## config.mk

```make
export PLATFORM = sky130hd
export DESIGN_NAME = zf_coef_update
export DESIGN_NICKNAME = d
export VERILOG_FILES = /design/src/rtl/zf_pkg.sv /design/src/rtl/zf_sign_delay.sv /design/src/rtl/zf_win_timer.sv /design/src/rtl/zf_csa_tap.sv /design/src/rtl/zf_coef_update.sv
export SDC_FILE = /design/constraint.sdc
export NUM_CORES = 1
export LEC_CHECK = 0
export ABC_AREA = 1
export BUFFER_PORTS_ARGS = -buffer_cell sky130_fd_sc_hd__clkbuf_2
export CAP_MARGIN = 20
export CORE_UTILIZATION = 57
export DETAILED_ROUTE_END_ITERATION = 10
export PLACE_DENSITY = 0.79
export SYNTH_ARGS = -nofsm -noshare
export SYNTH_HDL_FRONTEND = slang
export SYNTH_SLANG_ARGS = --single-unit
```

## constraint.sdc

```tcl
create_clock -name clk_i -period 2.9 [get_ports clk_i]
set_clock_uncertainty 0.1 [all_clocks]
set_input_delay 0.29 -clock clk_i [delete_from_list [all_inputs] [get_ports clk_i]]
set_output_delay 0.29 -clock clk_i [all_outputs]
set_load 0.05 [all_outputs]
```

## src/rtl/zf_pkg.sv

```systemverilog
package zf_pkg;
  localparam int unsigned NUM_TAPS_DEF = 9;
  localparam int unsigned ERR_W_DEF    = 8;
  localparam int unsigned ACC_W_DEF    = 16;
  localparam int unsigned COEF_W_DEF   = 8;
  localparam int unsigned WIN_LOG2_DEF = 7;
endpackage

```

## src/rtl/zf_sign_delay.sv

```systemverilog
module zf_sign_delay #(
  parameter int unsigned NUM_TAPS = zf_pkg::NUM_TAPS_DEF
) (
  input  logic                clk_i,
  input  logic                rst_ni,
  input  logic                dec_neg_i,
  output logic [NUM_TAPS-1:0] tap_neg_o
);
  localparam int unsigned DEPTH = (NUM_TAPS > 1) ? NUM_TAPS - 1 : 1;

  logic [DEPTH-1:0] hist_q;

  always_ff @(posedge clk_i or negedge rst_ni) begin
    if (!rst_ni) hist_q <= '0;
    else if (DEPTH == 1) hist_q[0] <= dec_neg_i;
    else hist_q <= {hist_q[DEPTH-2:0], dec_neg_i};
  end

  assign tap_neg_o[0] = dec_neg_i;
  for (genvar k = 1; k < NUM_TAPS; k++) begin : g_tap
    assign tap_neg_o[k] = hist_q[k-1];
  end

  logic run_q;
  always_ff @(posedge clk_i or negedge rst_ni) begin
    if (!rst_ni) run_q <= 1'b0;
    else run_q <= 1'b1;
  end

  for (genvar k = 1; k < NUM_TAPS; k++) begin : g_chk
    AST_SIGN_ALIGN: assert property (@(posedge clk_i) disable iff (!rst_ni)
      run_q |-> tap_neg_o[k] == $past(tap_neg_o[k-1]));
  end
endmodule

```

## src/rtl/zf_win_timer.sv

```systemverilog
module zf_win_timer #(
  parameter int unsigned WIN_LOG2 = zf_pkg::WIN_LOG2_DEF
) (
  input  logic clk_i,
  input  logic rst_ni,
  output logic load_o,
  output logic load_q_o
);
  localparam logic [WIN_LOG2-1:0] WIN_LAST = '1;

  logic [WIN_LOG2-1:0] cnt_q;
  logic                load_q;

  assign load_o   = (cnt_q == WIN_LAST);
  assign load_q_o = load_q;

  always_ff @(posedge clk_i or negedge rst_ni) begin
    if (!rst_ni) begin
      cnt_q  <= '0;
      load_q <= 1'b0;
    end else begin
      cnt_q  <= cnt_q + 1'b1;
      load_q <= load_o;
    end
  end

  AST_LOAD_PULSE: assert property (@(posedge clk_i) disable iff (!rst_ni)
    load_q |=> !load_q);
  AST_LOAD_PHASE: assert property (@(posedge clk_i) disable iff (!rst_ni)
    load_q |-> cnt_q == '0);
endmodule

```

## src/rtl/zf_csa_tap.sv

```systemverilog
module zf_csa_tap #(
  parameter int unsigned ERR_W  = zf_pkg::ERR_W_DEF,
  parameter int unsigned ACC_W  = zf_pkg::ACC_W_DEF,
  parameter int unsigned COEF_W = zf_pkg::COEF_W_DEF
) (
  input  logic              clk_i,
  input  logic              rst_ni,
  input  logic [ERR_W-1:0]  err_i,
  input  logic              neg_i,
  input  logic              load_i,
  output logic [COEF_W-1:0] coef_o
);
  localparam int unsigned EXT_W = ACC_W - ERR_W;

  logic [ACC_W-1:0]  sum_q, car_q, sum_d, car_d, add_in, maj, merged;
  logic [ERR_W-1:0]  err_x;
  logic [COEF_W-1:0] coef_q;

  // ones' complement by XOR; the +1 rides in the free carry LSB
  assign err_x  = err_i ^ {ERR_W{neg_i}};
  assign add_in = {{EXT_W{err_x[ERR_W-1]}}, err_x};
  assign sum_d  = sum_q ^ car_q ^ add_in;
  assign maj    = (sum_q & car_q) | (sum_q & add_in) | (car_q & add_in);
  assign car_d  = {maj[ACC_W-2:0], neg_i};
  assign merged = sum_d + car_d;
  assign coef_o = coef_q;

  always_ff @(posedge clk_i or negedge rst_ni) begin
    if (!rst_ni) begin
      sum_q  <= '0;
      car_q  <= '0;
      coef_q <= '0;
    end else begin
      sum_q <= sum_d;
      car_q <= car_d;
      if (load_i) coef_q <= merged[ACC_W-1 -: COEF_W];
    end
  end

  logic             run_q;
  logic [ACC_W-1:0] tot, term, ext_err;
  assign tot     = sum_q + car_q;
  assign ext_err = {{EXT_W{err_i[ERR_W-1]}}, err_i};
  assign term    = neg_i ? (ACC_W'(0) - ext_err) : ext_err;

  always_ff @(posedge clk_i or negedge rst_ni) begin
    if (!rst_ni) run_q <= 1'b0;
    else run_q <= 1'b1;
  end

  AST_CSA_TOTAL: assert property (@(posedge clk_i) disable iff (!rst_ni)
    run_q |-> tot == $past(tot) + $past(term));
  AST_COEF_HOLD: assert property (@(posedge clk_i) disable iff (!rst_ni)
    (run_q && !$past(load_i)) |-> $stable(coef_q));
endmodule

```

## src/rtl/zf_coef_update.sv

```systemverilog
module zf_coef_update #(
  parameter int unsigned NUM_TAPS = zf_pkg::NUM_TAPS_DEF,
  parameter int unsigned ERR_W    = zf_pkg::ERR_W_DEF,
  parameter int unsigned ACC_W    = zf_pkg::ACC_W_DEF,
  parameter int unsigned COEF_W   = zf_pkg::COEF_W_DEF,
  parameter int unsigned WIN_LOG2 = zf_pkg::WIN_LOG2_DEF
) (
  input  logic                       clk_i,
  input  logic                       rst_ni,
  input  logic [ERR_W-1:0]           err_i,
  input  logic                       dec_neg_i,
  output logic [NUM_TAPS*COEF_W-1:0] coef_o,
  output logic                       coef_load_o
);
  logic [NUM_TAPS-1:0] tap_neg;
  logic                load;

  zf_sign_delay #(.NUM_TAPS(NUM_TAPS)) u_delay (
    .clk_i    (clk_i),
    .rst_ni   (rst_ni),
    .dec_neg_i(dec_neg_i),
    .tap_neg_o(tap_neg)
  );

  zf_win_timer #(.WIN_LOG2(WIN_LOG2)) u_timer (
    .clk_i   (clk_i),
    .rst_ni  (rst_ni),
    .load_o  (load),
    .load_q_o(coef_load_o)
  );

  for (genvar k = 0; k < NUM_TAPS; k++) begin : g_tap
    zf_csa_tap #(.ERR_W(ERR_W), .ACC_W(ACC_W), .COEF_W(COEF_W)) u_tap (
      .clk_i (clk_i),
      .rst_ni(rst_ni),
      .err_i (err_i),
      .neg_i (tap_neg[k]),
      .load_i(load),
      .coef_o(coef_o[k*COEF_W +: COEF_W])
    );
  end

  AST_RESET_CLEAR: assert property (@(posedge clk_i)
    !rst_ni |-> (coef_o == '0 && !coef_load_o));
endmodule

```

# == Word level (Yosys, flattened, before mapping) ==
# Index checks and enable logic that the tools add are counted.
# word_totals
input_bits,11
output_inout_bits,73
register_bits,376
elab_cells,113
# classes
n_bitwise,72
n_eq_ne,1
addsub,10
# ops
operator,n
$and A15 B15 Y15,27
$xor A16 B16 Y16,18
$or A15 B15 Y15,18
$add A16 B16 Y16,9
$xor A8 B8 Y8,9
$add A7 B1 Y7 const B,1
$eq A7 B7 Y1 const B,1

# == Longest topological paths before layout ==
# logic_depth
word_depth,5
depth_mapped,20
mapped_depth_nobuf,17

# == By module ==
# From an unflattened synthesis, not the netlist that was laid out.
# hier_totals
hier_cells,2178
hier_area_um2,21550.7
# modules_own_cells
module,instances,area_per_inst_um2,seq_area_each_um2,cells_per_inst
zf_csa_tap (g_tap[4].u_tap ...),4,2336.0,1001.0,237
zf_csa_tap (g_tap[1].u_tap ...),2,2327.2,1001.0,237
zf_csa_tap (g_tap[0].u_tap),1,2342.2,1001.0,236
zf_csa_tap (g_tap[3].u_tap),1,2342.2,1001.0,242
zf_csa_tap (g_tap[8].u_tap),1,2323.5,1001.0,236
zf_win_timer,1,336.6,200.2,33
zf_sign_delay,1,207.7,200.2,9

# == Worst setup path before layout ==
# OpenSTA, ideal clock, no wires.
# synth_path
kind,register to register
startpoint,register g_tap[7].u_tap.car_q[0] (netlist name)
endpoint,register g_tap[8].u_tap.coef_q[3]
t_required_ns,2.673
path_stages_with_launch,14
setup_ns,0.127
t_arrival_ns,2.750
path_buffers,1
path_slack_ns,-0.077
synth_period_minus_slack_ns,2.977
cell_sequence,dfrtp_1 > buf_2 > xnor2_2 > inv_1 > fa_1 > ha_1 > nand2_1 > inv_1 > a21oi_1 > nand3_1 > a21boi_0 > nand2_1 > nand2_1 > o21ai_0
# synth_lines
item,line_no,rtl
"end signal, assigned",zf_csa_tap.sv:36,if (load_i) coef_q <= merged[ACC_W-1 -: COEF_W];
"end, declared",zf_csa_tap.sv:17,logic [COEF_W-1:0] coef_q;

==> results.toml <==
[cells_and_area]
mostFrequentLayoutCell = "nand2_1"
nFillCells = 2441
most-common-layout-cells = "nand2_1 (483), dfrtp_1 (360), inv_1 (236)"
syn2layout_area_growth_pct = 17.6
final_util_pct = 68.8
final_cells = 2850
nNetsFinal = 2637
drive_gt1_share_pct = 16.7
seqCellArea_um2 = 9220
multi_input_area_um2 = 11300

[sta]
finalMaxSlewViolations = 0
finalHoldViolCount = 0
finalCriticalPeriod_ps = 2860
worst_pin_slew_ps = 673
setup_viol = 0
fin_worst_hold_slack_ps = 48.4
worst_slack_ps = 42.3
fin_crit_sh_pct = 98.5
relSlewSlack_pct = 55.1
fmax_mhz = 350

[route]
num_vias = 15600
drc_errors = 0
routed_wirelength_um = 47200
dr.first_iter.drc_count = 1032
wl_per_cell_um = 16.6
first_pass_iters = 5
routed_via_density = 5.46
ant_nets = 0

[place]
dp_cells = 2749
dp_hpwl_um = 31400
portBuffers = 83
pre_cts_ws_ps = -26.7
place_congestion = 0.898

[yosys]
synthCells = 2183
synth_area_um2 = 21000
synth_seq_area_share_pct = 43.9
synth.avg_cell_area_um2 = 9.60
mappedNetlistNets = 2456
ys_ff_latch = 368
yosys_warnings = 0
synth_cell_types = 40

[clock_network]
clkTransAtPathRegs_ps = 60
cts_root_buffer = "clkbuf_16"
cts_tree = "yes"
cts_buffers = 42
clk-insertion-delay-late_ps = 540
htree_levels = 2
cts_sinks = 368
clockBufferDepth = 3

[worst_setup_path]
cp.arrival_ps = 3190
cp.required_ps = 3230
worst_path_largest_cell_delay_ps = 510
path_cells = "buf_12, xor2_1, fa_1, ha_4, nand2_1, nor2_1, nand3b_1, nand3_2, nand3_1, nand2_1, nand2_1, nand2_1, nand2_1, nand3_1, nand2_1"
worst-path-max-fanout = 7
crit_slowest_cell = "fa_1"
cp-start-kind = "flip-flop"
path_class = "reg2reg"
crit_top_cell = "nand2_1"
end_kind = "flip-flop"

[global_route]
grtUsageTotal_pct = 24.3
grt_antenna_before_repair = 2
grt_pass1_vias = 16100
overflow = 0
grt_max_degree = 82
grt_pass1_wl_um = 75500

[die]
start_util_pct = 58.5
dieArea_um2 = 37500
core_area_um2 = 35800
pin_count = 84
rows = 69
dieHeight_um = 194
die_w_um = 194

[hold_path]
min_path_type = "in2reg"

[run_status]
outcome = "completed"

[flow_run]
cap_violations = 0
-- cells in the mapped netlist, drive strengths merged --
cell / n / share of area [%]
a31o: 1 / 0.042
o31ai: 2 / 0.072
o21bai: 64 / 2.3
or2: 16 / 0.48
dfrtp: 368 / 44
o21ai: 46 / 1.1
nand3b: 3 / 0.11
ha: 183 / 11
inv: 243 / 4.4
fa: 79 / 7.5
clkbuf: 16 / 0.29
nor2: 136 / 2.4
nand3: 118 / 2.8
buf: 25 / 0.96
a211oi: 1 / 0.036
a21oi: 115 / 2.8
a21o: 18 / 0.64
nand2: 509 / 9.5
xor2: 105 / 4.5
a31oi: 18 / 0.54
o2111ai: 2 / 0.084
o21a: 4 / 0.14
a21boi: 1 / 0.036
nor3: 26 / 0.62
nand4: 16 / 0.48
xnor2: 65 / 3.2
nor3b: 1 / 0.036
o211ai: 2 / 0.072
-- worst max-delay path: cells and delay by family (launching register included) --
family        cells  cell delay (ps)
simple gates     11             1020
buf+inv           1              150
xor+xnor          1              200
fa+ha+maj         2              830
flops             1              450
-- logic make-up after synthesis --
logic type,count (synthesis),share of synthesized area (%)
compound gates,274,7.86
xor+xnor,170,7.66
fa+ha+maj,262,18.5
buf+inv,284,5.61
flops,368,43.9
simple gates,825,16.4
-- worst paths after layout --
path | to | from | cells after the start | slack (ps)
worst max register to register | g_tap[2].u_tap.coef_o[5]$_DFFE_PN0P_ | g_tap[1].u_tap.car_q[0]$_DFF_PN0_ | 15 | 40
max in group asynchronous | g_tap[5].u_tap.car_q[0]$_DFF_PN0_ | rst_ni | 3 | 1640
min in group asynchronous | g_tap[8].u_tap.sum_q[13]$_DFF_PN0_ | rst_ni | 2 | 220
worst max-delay path | g_tap[2].u_tap.coef_o[5]$_DFFE_PN0P_ | g_tap[1].u_tap.car_q[0]$_DFF_PN0_ | 15 | 40
worst min-delay path | g_tap[0].u_tap.car_q[0]$_DFF_PN0_ | dec_neg_i | 1 | 50
worst min register to register | u_timer.cnt_q[0]$_DFF_PN0_ | u_timer.cnt_q[0]$_DFF_PN0_ | 1 | 370
-- registers in the layout, indices dropped and copies added (netlist names) --
register            flops
g_tap.u_tap.sum_q     144
u_timer.load_q_o        1
g_tap.u_tap.coef_o     72
g_tap.u_tap.car_q     144
u_timer.cnt_q           7
-- per-layer routing --
metal  wire length [um]  global-route usage [%]  vias up
li1                   -                       -     7389
met3               2100                    3.24      116
met1              20000                    31.7     7620
met4               1430                    7.17        2
met2              23700                    42.3      446
met5                 13                       0        -
-- area by class of cell --
cell class / instances / share of cell area, %
Tap cell: 461 / 2.34
Sequential cell: 368 / 37.4
Timing Repair Buffer: 178 / 5.49
Clock buffer: 60 / 4.83
Antenna cell: 1 / 0.0102
Inverter: 243 / 3.71
Multi-Input combinational cell: 1531 / 45.9
Clock inverter: 8 / 0.295
-- stage by stage --
stage               TNS (ps)  instance area, um^2
floorplan                  0                21000
global placement       -5.90                22400
detailed placement      -122                22400
CTS                        0                23700
global route            -749                24600
finish                     0                24600
-- what timing repair did --
item | CTS | global route
setup buffers | 0 | 31
resized for setup | 5 | 128
hold buffers | 1 | 0
setup endpoints to repair | 15 | 41
pin swaps | 0 | 36
hold endpoints to repair | 71 | 0
Power is not shown: default switching activity piles up to over one toggle a cycle in this logic, so the estimate is an artifact.
